<file path="config.mk">
export PLATFORM = sky130hd
export DESIGN_NAME = ctx_push_seq
export DESIGN_NICKNAME = d
export VERILOG_FILES = /design/src/rtl/ctx_push_pkg.sv /design/src/rtl/ctx_frame_pack.sv /design/src/rtl/ctx_step_plan.sv /design/src/rtl/ctx_push_seq.sv
export SDC_FILE = /design/constraint.sdc
export NUM_CORES = 1
export LEC_CHECK = 0
export ABC_AREA = 1
export CORE_UTILIZATION = 30
export CTS_BUF_LIST = sky130_fd_sc_hd__clkbuf_4
export DETAILED_ROUTE_END_ITERATION = 10
export PLACE_DENSITY = 0.62
export SLEW_MARGIN = 40
export SYNTH_ARGS = -nofsm -noshare
export SYNTH_HDL_FRONTEND = slang
export SYNTH_HIERARCHICAL = 1
export SYNTH_SLANG_ARGS = --single-unit
</file>
<file path="constraint.sdc">
create_clock -name clk -period 3.1 [get_ports clk]
set_clock_uncertainty 0.15 [all_clocks]
set_input_delay 0.31 -clock clk [delete_from_list [all_inputs] [get_ports clk]]
set_output_delay 0.31 -clock clk [all_outputs]
set_load 0.02 [all_outputs]
</file>
<file path="src/rtl/ctx_push_pkg.sv">
package ctx_push_pkg;

  typedef enum logic {
    ST_IDLE = 1'b0,
    ST_PUSH = 1'b1
  } push_st_e;

  // byte3 lands at m-1, byte0 at m-4
  typedef struct packed {
    logic [7:0] byte3;
    logic [7:0] byte2;
    logic [7:0] byte1;
    logic [7:0] byte0;
  } ctx_frame_t;

  localparam int unsigned FRAME_BYTES = 4;
  localparam int unsigned WIDE_STEPS  = 2;
  localparam int unsigned NARROW_STEPS = 4;

endpackage

</file>
<file path="src/rtl/ctx_frame_pack.sv">
module ctx_frame_pack
  import ctx_push_pkg::*;
#(
  parameter int unsigned FLG_W   = 16,
  parameter int unsigned IPL_LSB = 12
) (
  input  logic [19:0]      pc_i,
  input  logic [FLG_W-1:0] flg_i,
  output ctx_frame_t       frame_o
);
  localparam int unsigned IPL_MSB = IPL_LSB + 3;

  always_comb begin
    frame_o.byte3 = {flg_i[IPL_MSB:IPL_LSB], pc_i[19:16]};
    frame_o.byte2 = flg_i[7:0];
    frame_o.byte1 = pc_i[15:8];
    frame_o.byte0 = pc_i[7:0];
  end
endmodule

</file>
<file path="src/rtl/ctx_step_plan.sv">
module ctx_step_plan
  import ctx_push_pkg::*;
#(
  parameter int unsigned SP_W = 16
) (
  input  ctx_frame_t      frame_i,
  input  logic [SP_W-1:0] base_i,
  input  logic            odd_i,
  input  logic [1:0]      step_i,
  output logic [SP_W-1:0] addr_o,
  output logic [15:0]     data_o,
  output logic            wide_o,
  output logic            last_o
);
  logic [SP_W-1:0] offset;
  logic [7:0]      pick;

  always_comb begin
    unique case (step_i)
      2'd0:    pick = frame_i.byte3;
      2'd1:    pick = frame_i.byte2;
      2'd2:    pick = frame_i.byte1;
      default: pick = frame_i.byte0;
    endcase
    if (odd_i) begin
      offset = SP_W'(step_i) + SP_W'(1);
      data_o = {8'h00, pick};
      wide_o = 1'b0;
      last_o = (step_i == 2'(NARROW_STEPS - 1));
    end else begin
      offset = SP_W'({step_i, 1'b0}) + SP_W'(2);
      data_o = step_i[0] ? {frame_i.byte1, frame_i.byte0}
                         : {frame_i.byte3, frame_i.byte2};
      wide_o = 1'b1;
      last_o = (step_i == 2'(WIDE_STEPS - 1));
    end
    addr_o = base_i - offset;
  end
endmodule

</file>
<file path="src/rtl/ctx_push_seq.sv">
module ctx_push_seq
  import ctx_push_pkg::*;
#(
  parameter int unsigned SP_W    = 16,
  parameter int unsigned FLG_W   = 16,
  parameter int unsigned IPL_LSB = 12
) (
  input  logic             clk,
  input  logic             rst_n,
  input  logic             acc_i,
  input  logic [19:0]      pc_i,
  input  logic [FLG_W-1:0] flg_i,
  input  logic [SP_W-1:0]  sp_i,
  output logic             wr_valid_o,
  input  logic             wr_ready_i,
  output logic [SP_W-1:0]  wr_addr_o,
  output logic [15:0]      wr_data_o,
  output logic             wr_wide_o,
  output logic             done_o,
  output logic [SP_W-1:0]  sp_new_o
);
  localparam logic [SP_W-1:0] FRAME_SZ = SP_W'(FRAME_BYTES);

  push_st_e        st_q;
  ctx_frame_t      frame_q, frame_in;
  logic [SP_W-1:0] base_q;
  logic            odd_q;
  logic [1:0]      step_q;
  logic            done_q;
  logic [SP_W-1:0] sp_new_q;
  logic            last;

  ctx_frame_pack #(.FLG_W(FLG_W), .IPL_LSB(IPL_LSB)) u_pack (
    .pc_i    (pc_i),
    .flg_i   (flg_i),
    .frame_o (frame_in)
  );

  ctx_step_plan #(.SP_W(SP_W)) u_plan (
    .frame_i (frame_q),
    .base_i  (base_q),
    .odd_i   (odd_q),
    .step_i  (step_q),
    .addr_o  (wr_addr_o),
    .data_o  (wr_data_o),
    .wide_o  (wr_wide_o),
    .last_o  (last)
  );

  always_ff @(posedge clk) begin
    if (!rst_n) begin
      st_q     <= ST_IDLE;
      frame_q  <= '0;
      base_q   <= '0;
      odd_q    <= 1'b0;
      step_q   <= '0;
      done_q   <= 1'b0;
      sp_new_q <= '0;
    end else begin
      done_q <= 1'b0;
      unique case (st_q)
        ST_IDLE: if (acc_i) begin
          frame_q <= frame_in;
          base_q  <= sp_i;
          odd_q   <= sp_i[0];
          step_q  <= '0;
          st_q    <= ST_PUSH;
        end
        ST_PUSH: if (wr_ready_i) begin
          if (last) begin
            st_q     <= ST_IDLE;
            done_q   <= 1'b1;
            sp_new_q <= base_q - FRAME_SZ;
          end else begin
            step_q <= step_q + 2'd1;
          end
        end
        default: st_q <= ST_IDLE;
      endcase
    end
  end

  assign wr_valid_o = (st_q == ST_PUSH);
  assign done_o     = done_q;
  assign sp_new_o   = sp_new_q;
endmodule

</file>
# After elaboration in Yosys (flattened, before gate mapping)
# Index checks and enable logic that the tools add are counted.
[totals]
register_bits = 69
out_inout_bits = 51
[classes]
n_addsub = 5
eq_ne = 6
n_mux = 15
n_bitwise = 1
n_reduce_logical = 5
[op_table]
columns = ["cell", "count"]
rows = [
  ["$mux W16", 3],
  ["$pmux W8 S3", 1],
  ["$sub A16 B16 Y16", 1],
  ["$sub A16 B3 Y16 const B", 1],
  ["$reduce_and A3 Y1", 3],
  ["$mux W1", 6],
  ["$mux W2", 3],
  ["$ne A2 B2 Y1 const B", 3],
  ["$add A3 B2 Y4 const B", 1],
  ["$eq A2 B2 Y1 const B", 2],
  ["$pmux W2 S2", 1],
  ["$add A2 B1 Y3 const B", 1],
  ["$add A2 B1 Y2 const B", 1],
  ["$eq A2 B1 Y1 const B", 1],
  ["$logic_not A2 Y1", 1],
  ["$pmux W1 S2", 1],
  ["$reduce_and A2 Y1", 1],
  ["$not A1 Y1", 1],
]

# Longest topological paths before layout
[logic_depth]
word_depth = 5
depth_mapped = 13
depth_no_buf = 11

# Modules after synthesis
# The synthesis kept the hierarchy.
[modules_own_cells]
columns = ["mod", "n_inst", "cells_each", "area_each_um2", "seq_area_each_um2"]
rows = [
  ["ctx_push_seq", 1, 348, 2677.6, 1361.3],
  ["ctx_step_plan", 1, 242, 1179.9, 0.0],
  ["ctx_frame_pack", 1, 32, 240.2, 0.0],
]

# Worst setup path after synthesis
# No wires, ideal clock.
[synth_timing]
path_type = "reg-to-output"
start = "reg step_q[0]"
end = "out wr_addr_o[6]"
arrival_time_ns = 2.427
required_time_ns = 2.640
setup_slack_ns = 0.213
path_stages_with_launch = 11
path_buffers = 1
path_cell_list = "dfxtp_1 -> buf_2 -> clkinv_1 -> ha_1 -> o21ai_0 -> fa_1 -> nand2_1 -> nand2_1 -> nand2_2 -> nand2_1 -> xnor2_1"
[synth_via]
elab_chain_len = 3
elab_cells_between_ends = 4
classes_between = "add/sub (3); mux (1)"
[synth_lines]
columns = ["element", "line_no", "source"]
rows = [
  ["from (decl)", "ctx_push_seq.sv:28", "logic [1:0] step_q;"],
  ["from (signal assigned)", "ctx_push_seq.sv:75", "step_q <= step_q + 2'd1;"],
  ["$add A3 B2 Y4 / $add A2 B1 Y3 (equally long branches)", "ctx_step_plan.sv:31, ctx_step_plan.sv:26", ""],
  ["$mux W16 (*)", "ctx_step_plan.sv:25", "if (odd_i) begin"],
  ["$sub A16 B16 Y16 (*)", "ctx_step_plan.sv:37", "addr_o = base_i - offset;"],
  ["to (decl)", "ctx_push_seq.sv:16", "output logic [SP_W-1:0] wr_addr_o,"],
]
# Every way passes the cells marked *; elsewhere a longest branch is shown, timed or not.

# Final worst setup path
[layout_timing]
start = "reg step_q[0]"
end = "out wr_data_o[3]"
[layout_via]
elab_chain_len = 3
elab_cells_between_ends = 6
classes_between = "eq/ne (2); mux (3); reduce/logical (1)"
[layout_lines]
columns = ["element", "line_no", "source"]
rows = [
  ["$eq A2 B2 Y1 (tied with other cells)", "ctx_step_plan.sv:19", "unique case (step_i)"],
  ["$pmux W8 S3", "ctx_step_plan.sv:19", ""],
  ["$mux W16 (*)", "ctx_step_plan.sv:25", ""],
  ["to (decl)", "ctx_push_seq.sv:17", "output logic [15:0] wr_data_o,"],
]
# Marks and branches as above.

==> results.md <==
- Max Transition Viols Final: 0
- DR vias/cell: 4.52
- Placed inst area: 4980 um2
- # H-tree levels: 3
- Synth-to-Final Area Change: 24.9%
- Row cnt: 42
- Slowest-stage cell, CP: clkdlybuf4s50_1
- Crit. Startpoint: step_q[0]
- Hold Crit Class: reg -> reg
- Arr. time, crit path: 2.49 ns
- Switching pwr: 854 uW
- Starting Density: 30.8%
- Sw Ratio: 37.1%
- Count of different cell masters after synthesis: 39
- Reg2Reg Capture Point: sp_new_o[3]
- Outcome: finished, final reports clean
- Layout Cells excl Fill: 866
- Power Density: 450 nW/um2
- Placed cells: 851
- CTS buffer count: 9
- Worst-path cell chain: clkinv_1, buf_4, ha_1, nand2_1, inv_1, nor3_1, o22ai_1, clkdlybuf4s50_1
- DIE AREA: 14100 um2
- Critical path required time: 2.64 ns
- CTS Hold Bufs: 0
- CP Launch Type: flip-flop
- Largest net degree at the start of global routing: 41
- Top-level port count: 107
- WP depth: 8
- HPWL Detailed: 8300 um
- Max IR drop VDD: 0.144 mV
- # diodes: 0
- Crit share post-route: 95.2%
- P_leak: 2.26 nW
- TritonCTS clock tree: yes
- WL per Instance: 13.0 um
- Worst path max stage delay: 0.65 ns
- Number of I/O port buffers: 102
- Mapped cell area: 4100 um2
- CP endpoint: wr_data_o[3]
- Commonest non-fill, non-tap cell in the layout: nand2_1
- Worst slew pin tran: 0.606 ns
- Antenna violations before repair: 0
- Most frequent cells in the layout: nand2_1, nor2_1, clkdlybuf4s50_1, dfxtp_1, o21ai_0
- Int Pwr: 1.45 mW
- Final ANT Viol Nets: 0
- Nets: 754
- Clock root buffer: clkbuf_4
- Net Count, Synth: 689
- Post-CTS setup buffer count: 0
- Max-cap violation count: 0
- Total GRT Usage: 16.2%
- Finished Cell Area: 5120 um2
- Minimum clock period: 2.95 ns
- Starting DRT DRC Count: 278
- Final Power: 2.30 mW
- Crit path kind: reg -> out
- Setup TNS: 0 ns
- Drc violations: 0
- First-pass GRT wire length: 18000 um
- FF-to-FF setup slack: 0.81 ns
- Grt total ovfl: 0
- Die Span X: 119 um
- WP buf/inv: 4
- Reg power frac: 43.0%
- FF-to-FF path depth: 8
- Headroom to the max-slew limit: 59.6%
- Avg Cell Area, Syn: 6.59 um2
- Largest cells by area after synthesis: dfxtp_1, nand2_1, nor2_1, o21ai_0, buf_4
- Routability cong.: 0.809
- Vias in the first global route: 3542
- Combinational Power Share: 36.7%
- Asr flop ratio synth: 0%
- Via count: 3911
- Longest Clk Path Bufs: 2
- Gate Count Post-Synth: 622
- Final Hold Violating Endpoints: 0
- CORE AREA: 13300 um2
- Layout cell share with drive strength beyond 1: 8.70%
- FILL cells: 1448
- Clk Latency, worst-skew pair: 0.43 ns
- Main synth FF type: dfxtp_1
- Area fraction of the dominant cell type after synthesis: 33.2%
- Clock network power share: 20.3%
- DR pass1 iterations: 4
- Drt total wl: 11300 um
- Die Y: 119 um
- Critical Path Fanout Max: 9
- Sequential fraction of the synthesis area: 33.2%
- Yosys reg bits: 68
- Synth area leader: dfxtp_1
- RSZ-0062 raised after global routing: true
- Clock slew at reported path FFs: 0.11 ns
- EDFF count, synth: 0
- CP delay by family, top: buffers and inverters
- Syn. warnings: 6
- FMAX: 339 MHz
- # setup viols final: 0
- Clock Sinks: 68
- CP Capture Type: primary output
- RR Startpoint: step_q[0]
[area by class of cell]
type                       instances  area (um2)  share of cell area (%)
clock buffer                      10        75.1                    1.47
clock inverter                     4        18.8                   0.367
inverter                          56         210                    4.11
multi-input combinational        437        2120                    41.5
sequential                        68        1360                    26.7
tap                              176         220                    4.30
timing repair buffer             115        1100                    21.6
[metal layers]
layer | wire [um] | part of all wire (%) | GRT usage [%]
met5 | 0 | 0 | 0
met3 | 658 | 5.8 | 2.73
met2 | 5010 | 44 | 25.4
met1 | 5440 | 48 | 21.9
met4 | 168 | 1.5 | 6.65
[timing repair]
action	CTS	global route
pin swaps	1	1
endpoints found under the setup margin	16	22
gates resized for setup	29	15
cloned	0	1
[worst min-delay path by stage]
stage | start | end | cells past startpoint
4_1_cts | sp_i[0] | base_q[0] | 3
6_report | sp_new_o[15] | sp_new_o[15] | 2
3_5_place_dp | sp_new_o[15] | sp_new_o[15] | 2
2_1_floorplan | acc_i | wr_valid_o | 2
5_1_grt | sp_new_o[12] | sp_new_o[12] | 2
3_3_place_gp | sp_new_o[7] | sp_new_o[7] | 2
[cell usage after synthesis, types with 3 or more instances]
cell type	count
o21ai_1	19
nand3_2	5
inv_1	52
dfxtp_1	68
nand4_1	6
nor3_1	8
nand3_1	19
buf_6	5
xnor2_1	3
o21ai_0	55
ha_1	10
a21oi_1	17
buf_2	13
nand2_1	143
o21ai_2	4
buf_4	34
nor2_1	119
clkbuf_1	5
o22ai_1	8
xor2_1	4
inv_2	3
[flip-flops by register name (all words and copies together), names as in the netlist]
register / cells
base_q: 16
done_o: 1
frame_q: 32
sp_new_o: 16
step_q: 2
wr_valid_o: 1
[power by group through the flow]
stage	sequential (mW)	clock, mW	combinational, mW
floorplan	0.997	0	0.559
global placement	1.01	0	0.845
detailed placement	1.01	0	0.852
CTS	0.990	0.484	0.834
global route	1.00	0.517	0.935
finish	0.991	0.468	0.845
[cell families (layout without fill, tap and decap cells)]
| family | Yosys count | in the layout | synth area share, % |
|---|---|---|---|
| buf+inv | 118 | 185 | 16.2 |
| flops | 68 | 68 | 33.2 |
| compound gates | 106 | 106 | 13.8 |
| simple gates | 312 | 313 | 31.8 |
| fa+ha+maj | 11 | 11 | 3.54 |
| xor+xnor | 7 | 7 | 1.50 |
[metrics by stage]
stage	utilization (%)	worst slack, ns	hold WS [ns]
floorplan	-	0.213	0.289
global placement	37.5	0.0611	0.289
detailed placement	37.5	0.0208	0.297
CTS	38.2	0.00618	0.310
global route	38.5	-0.0324	0.328
finish	38.5	0.148	0.310
[tightest hold or removal path, stage by stage (launching register included)]
cell and delay [ns]:
dfxtp_1 0.32, nand2_1 0.06, nand2_1 0.05
Power figures use the tool's default switching activity.
